===== config.mk =====
export PLATFORM = sky130hd
export DESIGN_NAME = dma_req_arbiter
export DESIGN_NICKNAME = d
export VERILOG_FILES = /design/src/rtl/dma_req_arbiter.sv
export SDC_FILE = /design/constraint.sdc
export NUM_CORES = 1
export LEC_CHECK = 0
export BUFFER_PORTS_ARGS = -buffer_cell sky130_fd_sc_hd__buf_2
export CORE_AREA = 5 5 42 44
export DETAILED_ROUTE_END_ITERATION = 12
export DIE_AREA = 0 0 47 49
export HOLD_SLACK_MARGIN = 0.02
export PLACE_DENSITY = 0.69
export SYNTH_ARGS = -nofsm -noshare
export SYNTH_HDL_FRONTEND = slang
export SYNTH_SLANG_ARGS = --single-unit

===== constraint.sdc =====
create_clock -name clk -period 1.3 [get_ports clk]
set_clock_uncertainty 0.05 [all_clocks]
set_input_delay 0.26 -clock clk [delete_from_list [all_inputs] [get_ports clk]]
set_output_delay 0.26 -clock clk [all_outputs]
set_load 0.02 [all_outputs]

===== src/rtl/dma_req_arbiter.sv =====
module dma_req_arbiter (
  input  logic       clk,
  input  logic       rst_n,
  input  logic [1:0] chan_en,
  input  logic [2:0] src_sel0,
  input  logic [2:0] src_sel1,
  input  logic [1:0] burst_mode,
  input  logic       rr_mode,
  input  logic [1:0] ext_req_n,
  input  logic       rx_full,
  input  logic       tx_empty,
  input  logic [1:0] src_at_rdr,
  input  logic [1:0] dst_at_tdr,
  input  logic       eng_idle,
  input  logic       eng_start,
  input  logic       xfer_done,
  input  logic       xfer_ch,
  input  logic       xfer_last,
  output logic       grant,
  output logic       grant_ch,
  output logic [1:0] cfg_err
);

  localparam logic [2:0] SRC_PIN = 3'b000;
  localparam logic [2:0] SRC_RX  = 3'b001;
  localparam logic [2:0] SRC_TX  = 3'b010;

  logic [2:0] sel [2];
  logic [1:0] pin_q;
  logic       rx_q, tx_q;
  logic [1:0] pend, trig, clr, cand;
  logic       last_ch, pick;

  assign sel[0] = src_sel0;
  assign sel[1] = src_sel1;

  wire rx_rise = rx_full & ~rx_q;
  wire tx_rise = tx_empty & ~tx_q;

  for (genvar g = 0; g < 2; g++) begin : g_ch
    always_comb begin
      case (sel[g])
        SRC_PIN: trig[g] = pin_q[g] & ~ext_req_n[g];
        SRC_RX:  trig[g] = rx_rise;
        SRC_TX:  trig[g] = tx_rise;
        default: trig[g] = 1'b0;
      endcase
    end

    assign clr[g] = xfer_done && (xfer_ch == 1'(g)) && (!burst_mode[g] || xfer_last);

    assign cfg_err[g] = chan_en[g] &&
                        ((sel[g] == SRC_RX && !src_at_rdr[g]) ||
                         (sel[g] == SRC_TX && !dst_at_tdr[g]));

    always_ff @(posedge clk) begin
      if (!rst_n || !chan_en[g]) pend[g] <= 1'b0;
      else if (trig[g])          pend[g] <= 1'b1;
      else if (clr[g])           pend[g] <= 1'b0;
    end
  end

  always_ff @(posedge clk) begin
    if (!rst_n) begin
      pin_q <= 2'b11;
      rx_q  <= 1'b0;
      tx_q  <= 1'b0;
    end else begin
      pin_q <= ext_req_n;
      rx_q  <= rx_full;
      tx_q  <= tx_empty;
    end
  end

  assign cand = pend & chan_en;
  assign pick = (cand == 2'b11) ? (rr_mode ? ~last_ch : 1'b0) : cand[1];

  always_ff @(posedge clk) begin
    if (!rst_n) begin
      grant    <= 1'b0;
      grant_ch <= 1'b0;
      last_ch  <= 1'b1;
    end else if (grant) begin
      if (eng_start) grant <= 1'b0;
    end else if (eng_idle && |cand) begin
      grant    <= 1'b1;
      grant_ch <= pick;
      last_ch  <= pick;
    end
  end

endmodule


==> results of run 1 <==
-- report_power, final --
part           switching, µW  internal [µW]
combinational           48.6           58.9
sequential              3.92            286
clock                   88.6            118
-- cell usage in the layout, fill, tap and decap left out, drive strengths merged --
cell / instances
a21boi: 1
a21oi: 1
a22oi: 1
a311o: 1
a31oi: 2
and2: 3
and3b: 1
and4bb: 2
buf: 30
clkbuf: 4
dfxtp: 9
inv: 1
nand2: 4
nand2b: 5
nand3: 1
nand3b: 1
nand4b: 1
nor2: 4
nor2b: 2
nor3: 1
nor3b: 6
o21ai: 5
o21bai: 1
o22ai: 1
-- sequential cells by signal, indices dropped and copies added, names as in the netlist --
| signal | cells |
|---|---|
| last_ch | 1 |
| pin_q | 2 |
| grant_ch | 1 |
| rx_q | 1 |
| grant | 1 |
| pend | 2 |
| tx_q | 1 |
-- logic make-up (layout without fill, tap and decap cells) --
| logic type | Yosys count | count (layout) | share of synthesized area |
|---|---|---|---|
| and+or+nand+nor | 31 | 31 | 0.439 |
| AOI/OAI and AO/OA | 13 | 13 | 0.172 |
| DFF | 9 | 9 | 0.381 |
| buffers and inverters | 1 | 35 | 0.00793 |
-- how the worst max path moves through the flow --
stage	startpoint	end	slack, ns
floorplan	src_sel1[0]	cfg_err[1]	0.16
global placement	src_sel1[0]	cfg_err[1]	0.04
detailed placement	src_sel1[1]	cfg_err[1]	0.03
CTS	src_sel0[0]	cfg_err[0]	0.009
global route	src_sel1[1]	cfg_err[1]	-0.06
finish	src_sel1[0]	cfg_err[1]	0.02
-- cell type report --
type | instances | area [µm²] | share of cell area
tap | 16 | 20.0 | 0.0285
sequential | 9 | 180 | 0.257
clock buffer | 4 | 26.3 | 0.0374
inverter | 1 | 3.75 | 0.00535
multi-input combinational | 44 | 314 | 0.447
timing repair buffer | 30 | 158 | 0.225
-- worst max-delay path: stages --
cell and delay [ns]:
buf_2 0.12, nor3b_2 0.18, nor2_1 0.08, nor3b_2 0.16, buf_4 0.16
-- through the flow --
step / utilization / setup TNS, ns / hold slack, ns
final: 0.501 / 0 / 0.155
after global routing: 0.501 / -0.0584 / 0.150
after CTS: 0.487 / 0 / 0.149
after detailed placement: 0.468 / 0 / 0.412
after global placement: 0.468 / 0 / 0.405
after floorplan: - / 0 / 0.282
-- cell usage after synthesis --
| master | instances | area (µm²) |
|---|---|---|
| a311o_1 | 1 | 10.0 |
| nor2_1 | 4 | 15.0 |
| nand3_1 | 1 | 5.00 |
| dfxtp_1 | 9 | 180 |
| nand2b_4 | 1 | 13.8 |
| a21boi_1 | 1 | 7.51 |
| o22ai_1 | 1 | 6.26 |
| nand2b_1 | 4 | 25.0 |
| a22oi_1 | 1 | 7.51 |
| and3b_1 | 1 | 8.76 |
| nor3b_1 | 6 | 45.0 |
| nand4b_1 | 1 | 8.76 |
| o21ai_0 | 5 | 25.0 |
| a31oi_1 | 2 | 12.5 |
| o21bai_1 | 1 | 7.51 |
| nor2b_1 | 2 | 12.5 |
| nand3b_1 | 1 | 7.51 |
| a21oi_1 | 1 | 5.00 |
| nor3_1 | 1 | 5.00 |
| nand2_2 | 1 | 6.26 |
| inv_1 | 1 | 3.75 |
| and4bb_2 | 2 | 25.0 |
| nand2_1 | 3 | 11.3 |
| and2_1 | 3 | 18.8 |
-- per-layer routing --
layer  global-route usage  vias to the layer above  wire length (µm)  part of all wire
met5                    0                        -                 0                 0
met4               0.0553                        0                 9            0.0075
met3               0.0258                        2               100             0.083
met1                0.133                      240               447              0.37
met2                0.174                       14               649              0.54
li1                     -                      268                 -                 -
==> metrics.md, run 1 <==
| Metric | Value |
|---|---|
| Layout Nets | `115` |
| Fin crit share | `0.983` |
| DRT iter0 DRCs | `10` |
| Status | `completed` |
| Final Slew Violations | `0` |
| Clk pin slew, worst setup/hold paths | `0.06 ns` |
| Initial antenna violation count | `0` |
| GRT Total Usage | `0.110` |
| GP Congestion | `0.721` |
| Reg2reg path depth | `3` |
| Post-CTS Resized | `0` |
| Die ar. | `0.00230 mm²` |
| Placed instance count | `100` |
| Register area share after synthesis | `0.381` |
| Global route overflow | `0` |
| Worst Path Required | `0.99 ns` |
| H-tree depth | `1` |
| # DRC | `0` |
| Peak Freq | `783 MHz` |
| Final setup violation count | `0` |
| Fill count | `155` |
| Worst r2r src | `last_ch$_SDFFE_PN1P_` |
| Pre-Repair DR Iteration Count | `4` |
| Non-Filler Instances | `104` |
| Arrival time at the worst endpoint | `0.97 ns` |
| Maximum root-to-sink buffer count | `2` |
| Die H | `49 µm` |
| Setup crit end kind | `output pin` |
| Setup crit start kind | `input pin` |
| Pwr dens | `860 mW/mm²` |
| CTS tree | `done` |
| Total power | `603 µW` |
| Worst-path maximum fanout | `5` |
| I/O pin total | `30` |
| Layout cells sized above 1 | `0.477` |
| Ys Warns | `0` |
| Count of hold-fix buffers inserted at cts | `0` |
| First-pass GRT wire length | `1.91 mm` |
| Die extent in x | `47 µm` |
| Max_cap viols | `0` |
| Post-synth cell types | `24` |
| Final WL | `1.21 mm` |
| Area after DPL | `656 µm²` |
| Syn_nets | `80` |
| FF-to-FF setup slack | `0.27 ns` |
| Place WS | `0.0333 ns` |
| Hold endpoint | `pin_q[0]$_SDFF_PN1_` |
| Final Cell Area | `702 µm²` |
| PortBufs | `29` |
| Largest net degree at the start of global routing | `10` |
| Pleak | `0.000313 µW` |
| Worst Hold Class | `input pin to flip-flop` |
| Clock Tree Root | `clkbuf_4` |
| Via Count | `524` |
| Post-DR wirelength/cell | `11.6 µm` |
| Fin. Hold Viols | `0` |
| Post-CTS Setup Bufs | `0` |
| Row count | `14` |
| Worst-Skew Late Latency | `0.25 ns` |
| Post-route ant nets | `0` |
| Number of synthesized register bits | `9` |
| Total CTS buffers | `3` |
| Max-slew headroom | `0.821` |
| Vias per inst | `5.04` |
| Peak supply drop | `0.494 mV` |
| Slew @ Worst Pin | `0.268 ns` |
| Sink Count | `9` |
| Core area | `0.00140 mm²` |
| Setup CP Type | `input pin to output pin` |
| Syn Inst Count | `54` |
| Setup ws final | `0.0227 ns` |
| Reg-to-reg critical path endpoint | `grant_ch$_SDFFE_PN0P_` |
| Final HPWL DP | `928 µm` |
| Hold depth | `2` |
| Layout overhead on the synthesized area | `48.4%` |
| Number of global-route vias before repair | `488` |
| Hold_sp | `ext_req_n[0]` |
| Synth Area per Inst | `8.76 µm²` |
| Initial Utilization | `0.338` |
| Post-route minimum period | `1.28 ns` |
| Netlist Area Pre-Place | `473 µm²` |
| Inserted Diodes | `0` |
(Power assumes the default switching activity.)
==> inputs of run 2 (changes only) <==
--- a/config.mk
+++ b/config.mk
@@ -11,6 +11,7 @@
 export DIE_AREA = 0 0 47 49
 export HOLD_SLACK_MARGIN = 0.02
 export PLACE_DENSITY = 0.69
+export SETUP_SLACK_MARGIN = 0.5
 export SYNTH_ARGS = -nofsm -noshare
 export SYNTH_HDL_FRONTEND = slang
 export SYNTH_SLANG_ARGS = --single-unit
==> run 2 against run 1 <==
Core utilization rose by 5.2 points. Sequential share of layout area down 1.1 points. Critical path depth stayed put. Worst hold slack lost 0.0089 ns. Register-to-register slack better by 0.02 ns. Global-route usage grew 1.9 points. Via count is 2.1% higher. Clock power grew 7%. Total power grew 4.8%. Routed wire length up 4.1%. First-iteration DRC count unchanged. Sequential power is essentially flat. Critical path type unchanged. Critical endpoint unchanged. Largest power group unchanged. Highest routed layer unchanged.
==> metrics.md, run 2 (synthesis gave the netlist of run 1 again) <==
| Metric | Value |
|---|---|
| Final Cell Area | `774 µm²` |
| Top Registers | `pend (2), pin_q (2)` |
| Die extent in x | `47 µm` |
| Vias per inst | `5.14` |
| Most frequent cells in the layout | `buf_2 (19), buf_6 (8), nor3b_2 (5), dfxtp_2 (5)` |
| Worst-path maximum fanout | `1` |
| Setup CP Type | `input pin to output pin` |
| Non-Filler Instances | `104` |
| Sink Count | `9` |
| Commonest non-fill, non-tap cell in the layout | `buf_2` |
| Final Slew Violations | `0` |
| Largest net degree at the start of global routing | `10` |
| Stages on worst setup path | `5` |
| Layout Nets | `115` |
| Status | `completed` |
| Final WL | `1.26 mm` |
| Pre-Repair DR Iteration Count | `4` |
| Area after DPL | `687 µm²` |
| CP bufs+invs | `2` |
| Die H | `49 µm` |
| Layout overhead on the synthesized area | `63.8%` |
| Switching Power | `157 µW` |
| Number of global-route vias before repair | `539` |
| Pwr dens | `817 mW/mm²` |
| Clk pin slew, worst setup/hold paths | `0.06 ns` |
| Worst Hold Class | `input pin to flip-flop` |
| H-tree depth | `1` |
| Reg area | `190 µm²` |
| Placed instance count | `100` |
| I/O pin total | `30` |
| P_int | `476 µW` |
| Via Count | `535` |
| Initial Utilization | `0.338` |
| RSZ-0062 raised after global routing | `true` |
| Cell repeated most along the worst path | `nor3b_2` |
| Die ar. | `0.00230 mm²` |
| Fin. Hold Viols | `0` |
| Layout cells sized above 1 | `0.568` |
| Setup crit start kind | `input pin` |
| Worst-Skew Late Latency | `0.26 ns` |
| CP peak stage delay | `0.17 ns` |
| Clock Tree Root | `clkbuf_4` |
| # DRC | `0` |
| Arrival time at the worst endpoint | `0.91 ns` |
| CTS tree | `done` |
| Inserted Diodes | `0` |
| GP Congestion | `0.710` |
| Setup crit end kind | `output pin` |
| Net Sw Frac | `0.248` |
| Peak Freq | `820 MHz` |
| First-pass GRT wire length | `2.20 mm` |
| Max-slew headroom | `0.883` |
| Post-DR wirelength/cell | `12.1 µm` |
| Reg2reg path depth | `3` |
| Fin Setup TNS | `0 ns` |
| PortBufs | `29` |
| Crit path max-delay family | `simple AND/OR/NAND/NOR gates` |
| Critical-path cell list | `buf_6 > nor3b_2 > nor2_1 > nor3b_2 > buf_4` |
| Row count | `14` |
| Comb power frac | `0.193` |
| Post-route ant nets | `0` |
| Seq pwr share | `0.458` |
| Global route overflow | `0` |
| Initial antenna violation count | `0` |
| Maximum root-to-sink buffer count | `2` |
| Worst Path Required | `0.99 ns` |
| Core area | `0.00140 mm²` |
| Fill count | `143` |
| Max_cap viols | `0` |
| Peak supply drop | `0.364 mV` |
| Slew @ Worst Pin | `0.174 ns` |
| GRT Total Usage | `0.129` |
| Fin crit share | `0.938` |
| Multi-input combinational cell area | `327 µm²` |
| Utilization after layout | `0.553` |
| Slowest CP cell | `nor3b_2` |
| Hold depth | `2` |
| Pleak | `0.000331 µW` |
| Clk network pwr share | `0.349` |
| Final setup violation count | `0` |
| Post-route minimum period | `1.22 ns` |
| Total CTS buffers | `3` |
| DRT iter0 DRCs | `10` |
-- run 2: cell count changes in the layout (fill, tap and decap cells not counted), moves of 5 or more --
cell     previous run  this run
buf_6               0         8
dfxtp_2             0         5
dfxtp_1             9         3
buf_2              27        19
-- run 2: cell type report --
class	count	area share
sequential	9	0.246
inverter	1	0.00485
timing repair buffer	30	0.268
clock buffer	4	0.0339
tap	16	0.0258
multi-input combinational	44	0.422
-- run 2: final timing paths --
kind                                end  slack [ns]           startpoint
hold reg to reg    pend[1]$_SDFFE_PP0P_        0.43  pin_q[1]$_SDFF_PN1_
setup / recovery             cfg_err[1]        0.08        dst_at_tdr[1]
setup reg to reg  grant_ch$_SDFFE_PN0P_        0.29     grant$_SDFF_PN0_
hold / removal      pin_q[1]$_SDFF_PN1_        0.15         ext_req_n[1]
-- run 2: stage by stage --
stage / setup slack [ns] / hold WS, ns / power [µW]
finish: 0.0808 / 0.146 / 632
floorplan: 0.169 / 0.283 / 338
CTS: 0.0740 / 0.144 / 636
global placement: 0.0487 / 0.404 / 401
detailed placement: 0.00365 / 0.412 / 405
global route: 0.0339 / 0.161 / 675
-- run 2: power groups by stage --
stage | Sequential, µW | Clock [µW] | Combinational (µW)
after floorplan | 294 | 0 | 44.0
after global placement | 294 | 0 | 107
after detailed placement | 295 | 0 | 110
after CTS | 289 | 223 | 123
after global routing | 291 | 248 | 136
final | 290 | 221 | 122
-- run 2: metal layers --
| metal | track usage | share of wire | vias up |
|---|---|---|---|
| met2 | 0.224 | 0.51 | 26 |
| met1 | 0.137 | 0.38 | 240 |
| met4 | 0.0691 | 0.021 | 0 |
| met3 | 0.0258 | 0.090 | 4 |
| li1 | - | - | 265 |
| met5 | 0 | 0 | - |
-- run 2: timing repair --
action | 4_1_cts | 5_1_grt
buffers inserted | 0 | 0
endpoints found under the setup margin | 9 | 9
resized for setup | 17 | 2
pin swaps | 8 | 1
endpoints found under the hold margin | 0 | 0
hold buffers | 0 | 0
gates cloned | 0 | 0
